`src/rtl/scl_phase_timer.sv`:
```
module scl_phase_timer #(
  parameter int CNT_W = 4,
  parameter int EXP_W = 4
) (
  input  logic             clk,
  input  logic             rst_n,
  input  logic             en,
  input  logic [EXP_W-1:0] base_exp,
  input  logic [CNT_W-1:0] hi_cnt,
  input  logic [CNT_W-1:0] lo_cnt,
  input  logic             scl_sense,
  output logic             scl_oe,
  output logic             change_stb,
  output logic             sample_stb
);
  localparam int PRE_W = 1 << EXP_W;

  logic             active, hi;
  logic [PRE_W-1:0] pre;
  logic [CNT_W-1:0] cnt;

  wire [PRE_W-1:0] pre_max  = (PRE_W'(1) << base_exp) - PRE_W'(1);
  wire             tick_end = (pre == pre_max);
  wire             stall    = hi & ~scl_sense;
  wire [CNT_W-1:0] lim      = hi ? hi_cnt : lo_cnt;
  wire [CNT_W:0]   mid      = ({1'b0, hi_cnt} + (CNT_W+1)'(1)) >> 1;

  always_ff @(posedge clk or negedge rst_n) begin
    if (!rst_n) begin
      active <= 1'b0;
      hi     <= 1'b0;
      pre    <= '0;
      cnt    <= '0;
    end else if (!en || !active) begin
      active <= en;
      hi     <= 1'b0;
      pre    <= '0;
      cnt    <= '0;
    end else if (!stall) begin
      if (tick_end) begin
        pre <= '0;
        if (cnt == lim) begin
          cnt <= '0;
          hi  <= ~hi;
        end else begin
          cnt <= cnt + CNT_W'(1);
        end
      end else begin
        pre <= pre + PRE_W'(1);
      end
    end
  end

  assign scl_oe     = active & ~hi;
  assign change_stb = scl_oe & (pre == '0) & (cnt == '0);
  assign sample_stb = active & hi & ~stall & (pre == '0) & ({1'b0, cnt} == mid);
endmodule


```
`config.mk`:
```
export PLATFORM = sky130hd
export DESIGN_NAME = scl_phase_timer
export DESIGN_NICKNAME = d
export VERILOG_FILES = /design/src/rtl/scl_phase_timer.sv
export SDC_FILE = /design/constraint.sdc
export NUM_CORES = 1
export LEC_CHECK = 0
export CAP_MARGIN = 5
export CORE_ASPECT_RATIO = 1.1
export CORE_MARGIN = 4
export CORE_UTILIZATION = 49
export CTS_BUF_LIST = sky130_fd_sc_hd__clkbuf_8
export DETAILED_ROUTE_END_ITERATION = 8
export GPL_TIMING_DRIVEN = 0
export PLACE_DENSITY = 0.8
export SLEW_MARGIN = 5
export SYNTH_ARGS = -nofsm -noshare
export SYNTH_HDL_FRONTEND = slang
export SYNTH_SLANG_ARGS = --single-unit
export TNS_END_PERCENT = 1
```
`constraint.sdc`:
```
create_clock -name clk -period 4.24 [get_ports clk]
set_input_delay 0.848 -clock clk [delete_from_list [all_inputs] [get_ports clk]]
set_output_delay 0.848 -clock clk [all_outputs]
set_load 0.05 [all_outputs]
```
==> impl_metrics.ini, run 1 <==
[critical_path]
critPathCaptureType = flip-flop
ff2ff_path_depth = 7
critical_path_class = primary input to flip-flop
worstPathArrival_ns = 4.07
r2r_end = hi$_DFFE_PN0P_
crit_start = base_exp[3]
reg2reg_from = hi$_DFFE_PN0P_
start_kind = primary input
crit_required_ns = 4.39
crit_fanout = 10
reg2reg_slack_ns = 1.75

[yosys]
synthSimpleGateAreaFrac = 0.358
syn-instance-count = 280
synth_area_um2 = 2140
synth_fp_nets = 302
synth_fa_ha_area_frac = 0.0351
ys_ff_latch = 22
synth_top_cell_by_area = dfrtp_1
synth.area.mux_share = 0.0281
synth_top_family_by_area = simple AND/OR/NAND/NOR gates
synth_top_area_frac = 0.257
syn-mean-instance-area_um2 = 7.64
yosys-top-cells-area = dfrtp_1 26%, nand2_1 5.6%, nand3_1 4.4%
async_reset_ff_frac = 1.00
ys.flop_type = dfrtp_1
synth_cell_types = 54
synthXorXnorAreaFrac = 0.0696
synth_edf_count = 0
seq_area_frac_synth = 0.257
synth-compound-area-share = 0.175
ys_warn_count = 0

[hold_path]
hold_path_class = flip-flop to flip-flop
hold_start = pre[0]$_DFFE_PN0P_
holdPathEnd = pre[0]$_DFFE_PN0P_
hold_depth = 2

[clock_network]
post_cts_buffers = 0
numClockSinks = 22
cts_tree = yes
clkSlewWorstSetupHoldPaths_ns = 0.08
clockRootBuffer = clkbuf_8
clk_latency_ns = 0.27
cts_hold_buffers = 0
cts-buffers-inserted = 3
cts_buffer_depth = 2
cts-resized-gates = 0
htreeDepth = 1

[routing]
viasPerCell = 6.18
drcViolationCount = 0
first_pass_iters = 4
wl_per_cell_um = 15.5
drtAntennaViolNets = 0
drt_iter0_drc = 161
vias = 2175
drt_wl_total_mm = 5.45

[die]
rows = 24
pin_count = 19
coreArea_um2 = 4080
initial_utilization = 0.524
die_w_um = 71.0
dieArea_um2 = 5490
dieHeight_um = 77.3

[global_routing]
gr-usage-met3 = 0.0275
grt_max_degree = 23
use_met1 = 0.261
gr-max-usage-layer = met2
grt_antenna_before_repair = 0
gr-total-overflow = 0
grt_pass1_vias = 1989
grt_pass1_wl_mm = 9.03
grt_use_total = 0.201
grtUsageMet2 = 0.322

[sta]
post-route-min-period_ns = 3.92
skew_ns = 0.00907
tightest_slew_ns = 1.03
report.final.slew_viol_count = 0
slew_headroom = 0.312
min_period_over_period = 0.925
hold_viol = 0
setup_slack_ns = 0.317
finalSetupViolCount = 0
rsz0062_at_grt = false
clock.fmax_mhz = 255

[pwr]
pwr-share-seq = 0.491
ir_drop_uv = 122
intPower_uw = 312
leakagePower_uw = 0.000914
clock_power_share = 0.304
switching_share = 0.281
powerDensity_nw_per_um2 = 179
comb_power_share = 0.205
p_sw_uw = 122

[final_layout]
final_common_cell = nand2_1
diodes = 0
syn_to_final_growth_pct = 13.5
stdcell_count = 352
drive_gt1_frac = 0.0767
layout_common_cells = 32 x nand2_1, 22 x dfrtp_1, 19 x nand3_1
finalCoreUtilization = 0.594
final_nets = 324
nFillCells = 404

[placed_design]
io_buffers = 17
gp_congestion = 0.869
dp_cells = 349
post-dp-hpwl_mm = 4.06
place_ws_ns = -0.202

[flow_run]
max_cap_viol_count = 0

[status]
status = finished clean
==> flip-flops by register name, summed over array words and instances, names as in the netlist <==
signal and count:
cnt 4, pre 16, active 1, hi 1
==> synth_stat cells (4+ instances only) <==
| master | count |
|---|---|
| a21oi_1 | 11 |
| and2_1 | 5 |
| and3_1 | 6 |
| buf_2 | 8 |
| clkbuf_1 | 14 |
| dfrtp_1 | 22 |
| ha_1 | 6 |
| inv_1 | 10 |
| mux2i_1 | 6 |
| nand2_1 | 32 |
| nand3_1 | 19 |
| nand4_1 | 6 |
| nor2_1 | 18 |
| nor2b_1 | 4 |
| nor3_1 | 14 |
| nor3b_1 | 4 |
| nor4_1 | 7 |
| o211ai_1 | 8 |
| o21ai_0 | 7 |
| o22ai_1 | 7 |
| or3_1 | 4 |
| xnor2_1 | 10 |
| xor2_1 | 7 |
==> routing by layer <==
layer / vias to the layer above / wire [um]
li1: 1070 / -
met1: 1011 / 2390
met2: 77 / 2550
met3: 17 / 329
met4: 0 / 175
met5: - / 0
==> metrics by stage <==
step	setup TNS (ns)	total power [uW]	instance area [um2]	hold WS, ns
6_report	0	434	2430	0.632
5_1_grt	0	456	2430	0.680
4_1_cts	0	436	2420	0.638
3_5_place_dp	-2.76	304	2370	0.626
3_3_place_gp	-1.98	303	2370	0.618
2_1_floorplan	0	270	2140	0.552
==> power groups by stage <==
stage / registers (uW) / logic [uW] / clock network (uW)
after detailed placement: 217 / 87.2 / 0
after CTS: 213 / 87.7 / 136
after floorplan: 217 / 53.1 / 0
after global routing: 213 / 96.6 / 146
after global placement: 217 / 85.7 / 0
final: 213 / 89.2 / 132
==> layout make-up <==
cell class                 count  area, um2  share of cell area
sequential                    22        551               0.227
tap                           52       65.1              0.0268
clock buffer                   3       41.3              0.0170
timing repair buffer          17        170              0.0701
inverter                      10       37.5              0.0155
multi-input combinational    222       1440               0.592
buffer                        26        126              0.0521
==> kinds of logic after synthesis <==
group | Yosys count
adder cells (fa/ha/maj) | 6
flip-flops | 22
XOR/XNOR | 17
AND/OR/NAND/NOR | 139
buffers and inverters | 36
multiplexers | 6
AO/OA/AOI/OAI | 54
==> worst max path at each step <==
stage                          end  slack, ns  depth (start not counted)
2_1_floorplan   cnt[2]$_DFFE_PN0P_       0.60                         12
3_3_place_gp    cnt[0]$_DFFE_PN0P_      -0.16                         13
3_5_place_dp    cnt[1]$_DFFE_PN0P_      -0.20                         13
4_1_cts         cnt[1]$_DFFE_PN0P_       0.06                         13
5_1_grt        pre[12]$_DFFE_PN0P_       0.04                         14
6_report        pre[8]$_DFFE_PN0P_       0.32                         14
==> critical path, stage by stage <==
cell and delay (ns):
clkdlybuf4s50_1 0.40, buf_2 0.18, buf_2 0.21, nor3_4 0.27, nand2_1 0.08, ha_1 0.29, xnor2_1 0.13, a311oi_1 0.27
nand4b_1 0.15, or4_4 0.54, buf_6 0.15, clkbuf_1 0.21, o21ai_0 0.21, o211ai_1 0.11
(Power assumes the default switching activity.)
==> inputs of run 2 (changes only) <==
CELL_PAD_IN_SITES_DETAIL_PLACEMENT = 1   (was unset)
CELL_PAD_IN_SITES_GLOBAL_PLACEMENT = 2   (was unset)
CORE_UTILIZATION = 38   (was 49)
PLACE_DENSITY = 0.95   (was 0.8)
==> run 2 against run 1 <==
  * Register-to-register slack worse by 0.18 ns
  * Critical path depth unchanged
  * Via count is 2.8% higher
  * Power grew 6.6%
  * Clock power up 19%
  * Wire length grew 23%
  * First-iteration DRC count decreased by 50%
  * Sequential power about the same
  * Final cell count up 7.4%
  * Final area up 2.6%
  * Setup slack lost 0.10 ns
  * Largest cell class unchanged
  * Highest routed layer unchanged
==> impl_metrics.ini, run 2 (synthesis gave the netlist of run 1 again) <==
[critical_path]
cpMostUsedCell = buf_2
crit_chain = clkdlybuf4s50_1 > buf_2 > buf_2 > nor3_4 > nand2_1 > ha_1 > xnor2_1 > a311oi_1 > nand4b_1 > or4_4 > buf_6 > clkbuf_1 > o32ai_1 > o22ai_1
critical_path_class = primary input to flip-flop
worstPathArrival_ns = 4.17
crit_fanout = 10
critPathCaptureType = flip-flop
critPathBufInv = 5
reg2reg_slack_ns = 1.57
max_stage_delay_ns = 0.54
start_kind = primary input
slowest_stage = or4_4
cpLargestDelayFamily = buffers and inverters
crit_required_ns = 4.38

[routing]
vias = 2236
drcViolationCount = 0
drt_iter0_drc = 81
wl_per_cell_um = 17.7
first_pass_iters = 4
viasPerCell = 5.92
drtAntennaViolNets = 0
drt_wl_total_mm = 6.69

[pwr]
leakagePower_uw = 0.000932
ir_drop_uv = 126
powerDensity_nw_per_um2 = 186

[clock_network]
clkSlewWorstSetupHoldPaths_ns = 0.09
numClockSinks = 22
htreeDepth = 1
cts_tree = yes
clk_latency_ns = 0.27
clockRootBuffer = clkbuf_8
cts-buffers-inserted = 3
cts_buffer_depth = 2

[sta]
post-route-min-period_ns = 4.03
tightest_slew_ns = 1.10
clock.fmax_mhz = 248
hold_viol = 0
holdWs_ns = 0.650
slew_headroom = 0.262
tns_ns = 0
min_period_over_period = 0.950
finalSetupViolCount = 0
report.final.slew_viol_count = 0
rsz0062_at_grt = false
skew_ns = 0.00245

[final_layout]
stdcell_count = 378
drive_gt1_frac = 0.0891
multiInputGateArea_um2 = 1440
largest_register = pre
largest_reg_flops = 16
syn_to_final_growth_pct = 16.4
final_common_cell = nand2_1
seqCellArea_um2 = 551
final_nets = 326
reg.largest.list = pre x16, cnt x4
layout_common_cells = 32 x nand2_1, 22 x dfrtp_1, 18 x nor2_1, 18 x nand3_1, 17 x clkdlybuf4s50_1
finalCoreUtilization = 0.459
diodes = 0
stdcell_area_um2 = 2490
nFillCells = 683

[die]
dieHeight_um = 86.7
die_w_um = 79.5
rows = 28
initial_utilization = 0.394
pin_count = 19
coreArea_um2 = 5430
dieArea_um2 = 6900

[global_routing]
grt_antenna_before_repair = 0
gr-total-overflow = 0
grt_pass1_wl_mm = 11.4
grt_max_degree = 23
grt_use_total = 0.205
grt_pass1_vias = 2314

[placed_design]
post-dp-hpwl_mm = 5.13
io_buffers = 17
dp_cells = 372
gp_congestion = 0.850
placed_cell_area_um2 = 2400

[hold_path]
hold_path_class = flip-flop to flip-flop

[status]
status = finished clean

[flow_run]
max_cap_viol_count = 0
-- run 2: cell types whose count changed in the layout (fill, tap and decap cells not counted), sizes merged --
cell	before	now
buf	12	14
clkbuf	17	18
-- run 2: worst register-to-register path: cells and delay by family (launching register included) --
family | cells | cell delay [ns]
simple gates | 1 | 0.92
compound gates | 2 | 0.57
buf+inv | 2 | 0.41
flops | 1 | 0.33
mux | 1 | 0.25
xor+xnor | 1 | 0.09
-- run 2: per-layer routing --
layer	global-route usage	share of wire
met1	0.265	0.46
met2	0.362	0.50
met3	0.0187	0.021
met4	0.0563	0.020
met5	0	0
-- run 2: final cells by class --
type                       count  share of cell area
buffer                        26              0.0508
clock buffer                   4              0.0221
inverter                      10              0.0151
multi-input combinational    222               0.579
sequential                    22               0.221
tap                           75              0.0377
timing repair buffer          19              0.0744
-- run 2: worst paths after layout --
kind | end | from | cells after the start
max | pre[12]$_DFFE_PN0P_ | base_exp[3] | 14
min | pre[0]$_DFFE_PN0P_ | pre[0]$_DFFE_PN0P_ | 2
max reg2reg | hi$_DFFE_PN0P_ | hi$_DFFE_PN0P_ | 7
min reg2reg | pre[0]$_DFFE_PN0P_ | pre[0]$_DFFE_PN0P_ | 2
max in group asynchronous | pre[13]$_DFFE_PN0P_ | rst_n | 1
min in group asynchronous | pre[7]$_DFFE_PN0P_ | rst_n | 1
-- run 2: what timing repair did --
item                       4_1_cts  5_1_grt
setup buffers                    0        2
setup endpoints to repair        1       20
gates resized for setup          1        4
hold buffers                     0        0
pin swaps                        1        1
hold endpoints to repair         0        0
-- run 2: metrics by stage --
step / power (uW) / setup WS (ns)
after detailed placement: 309 / -0.321
final: 463 / 0.214
after floorplan: 270 / 0.602
after global placement: 306 / -0.254
after CTS: 469 / 0.122
after global routing: 490 / 0.0363
-- run 2: power by group --
part	switching (uW)	internal (uW)	leakage, uW
logic	54.9	37.8	0.000599
clock network	74.2	82.9	0.0000288
registers	2.17	211	0.000304
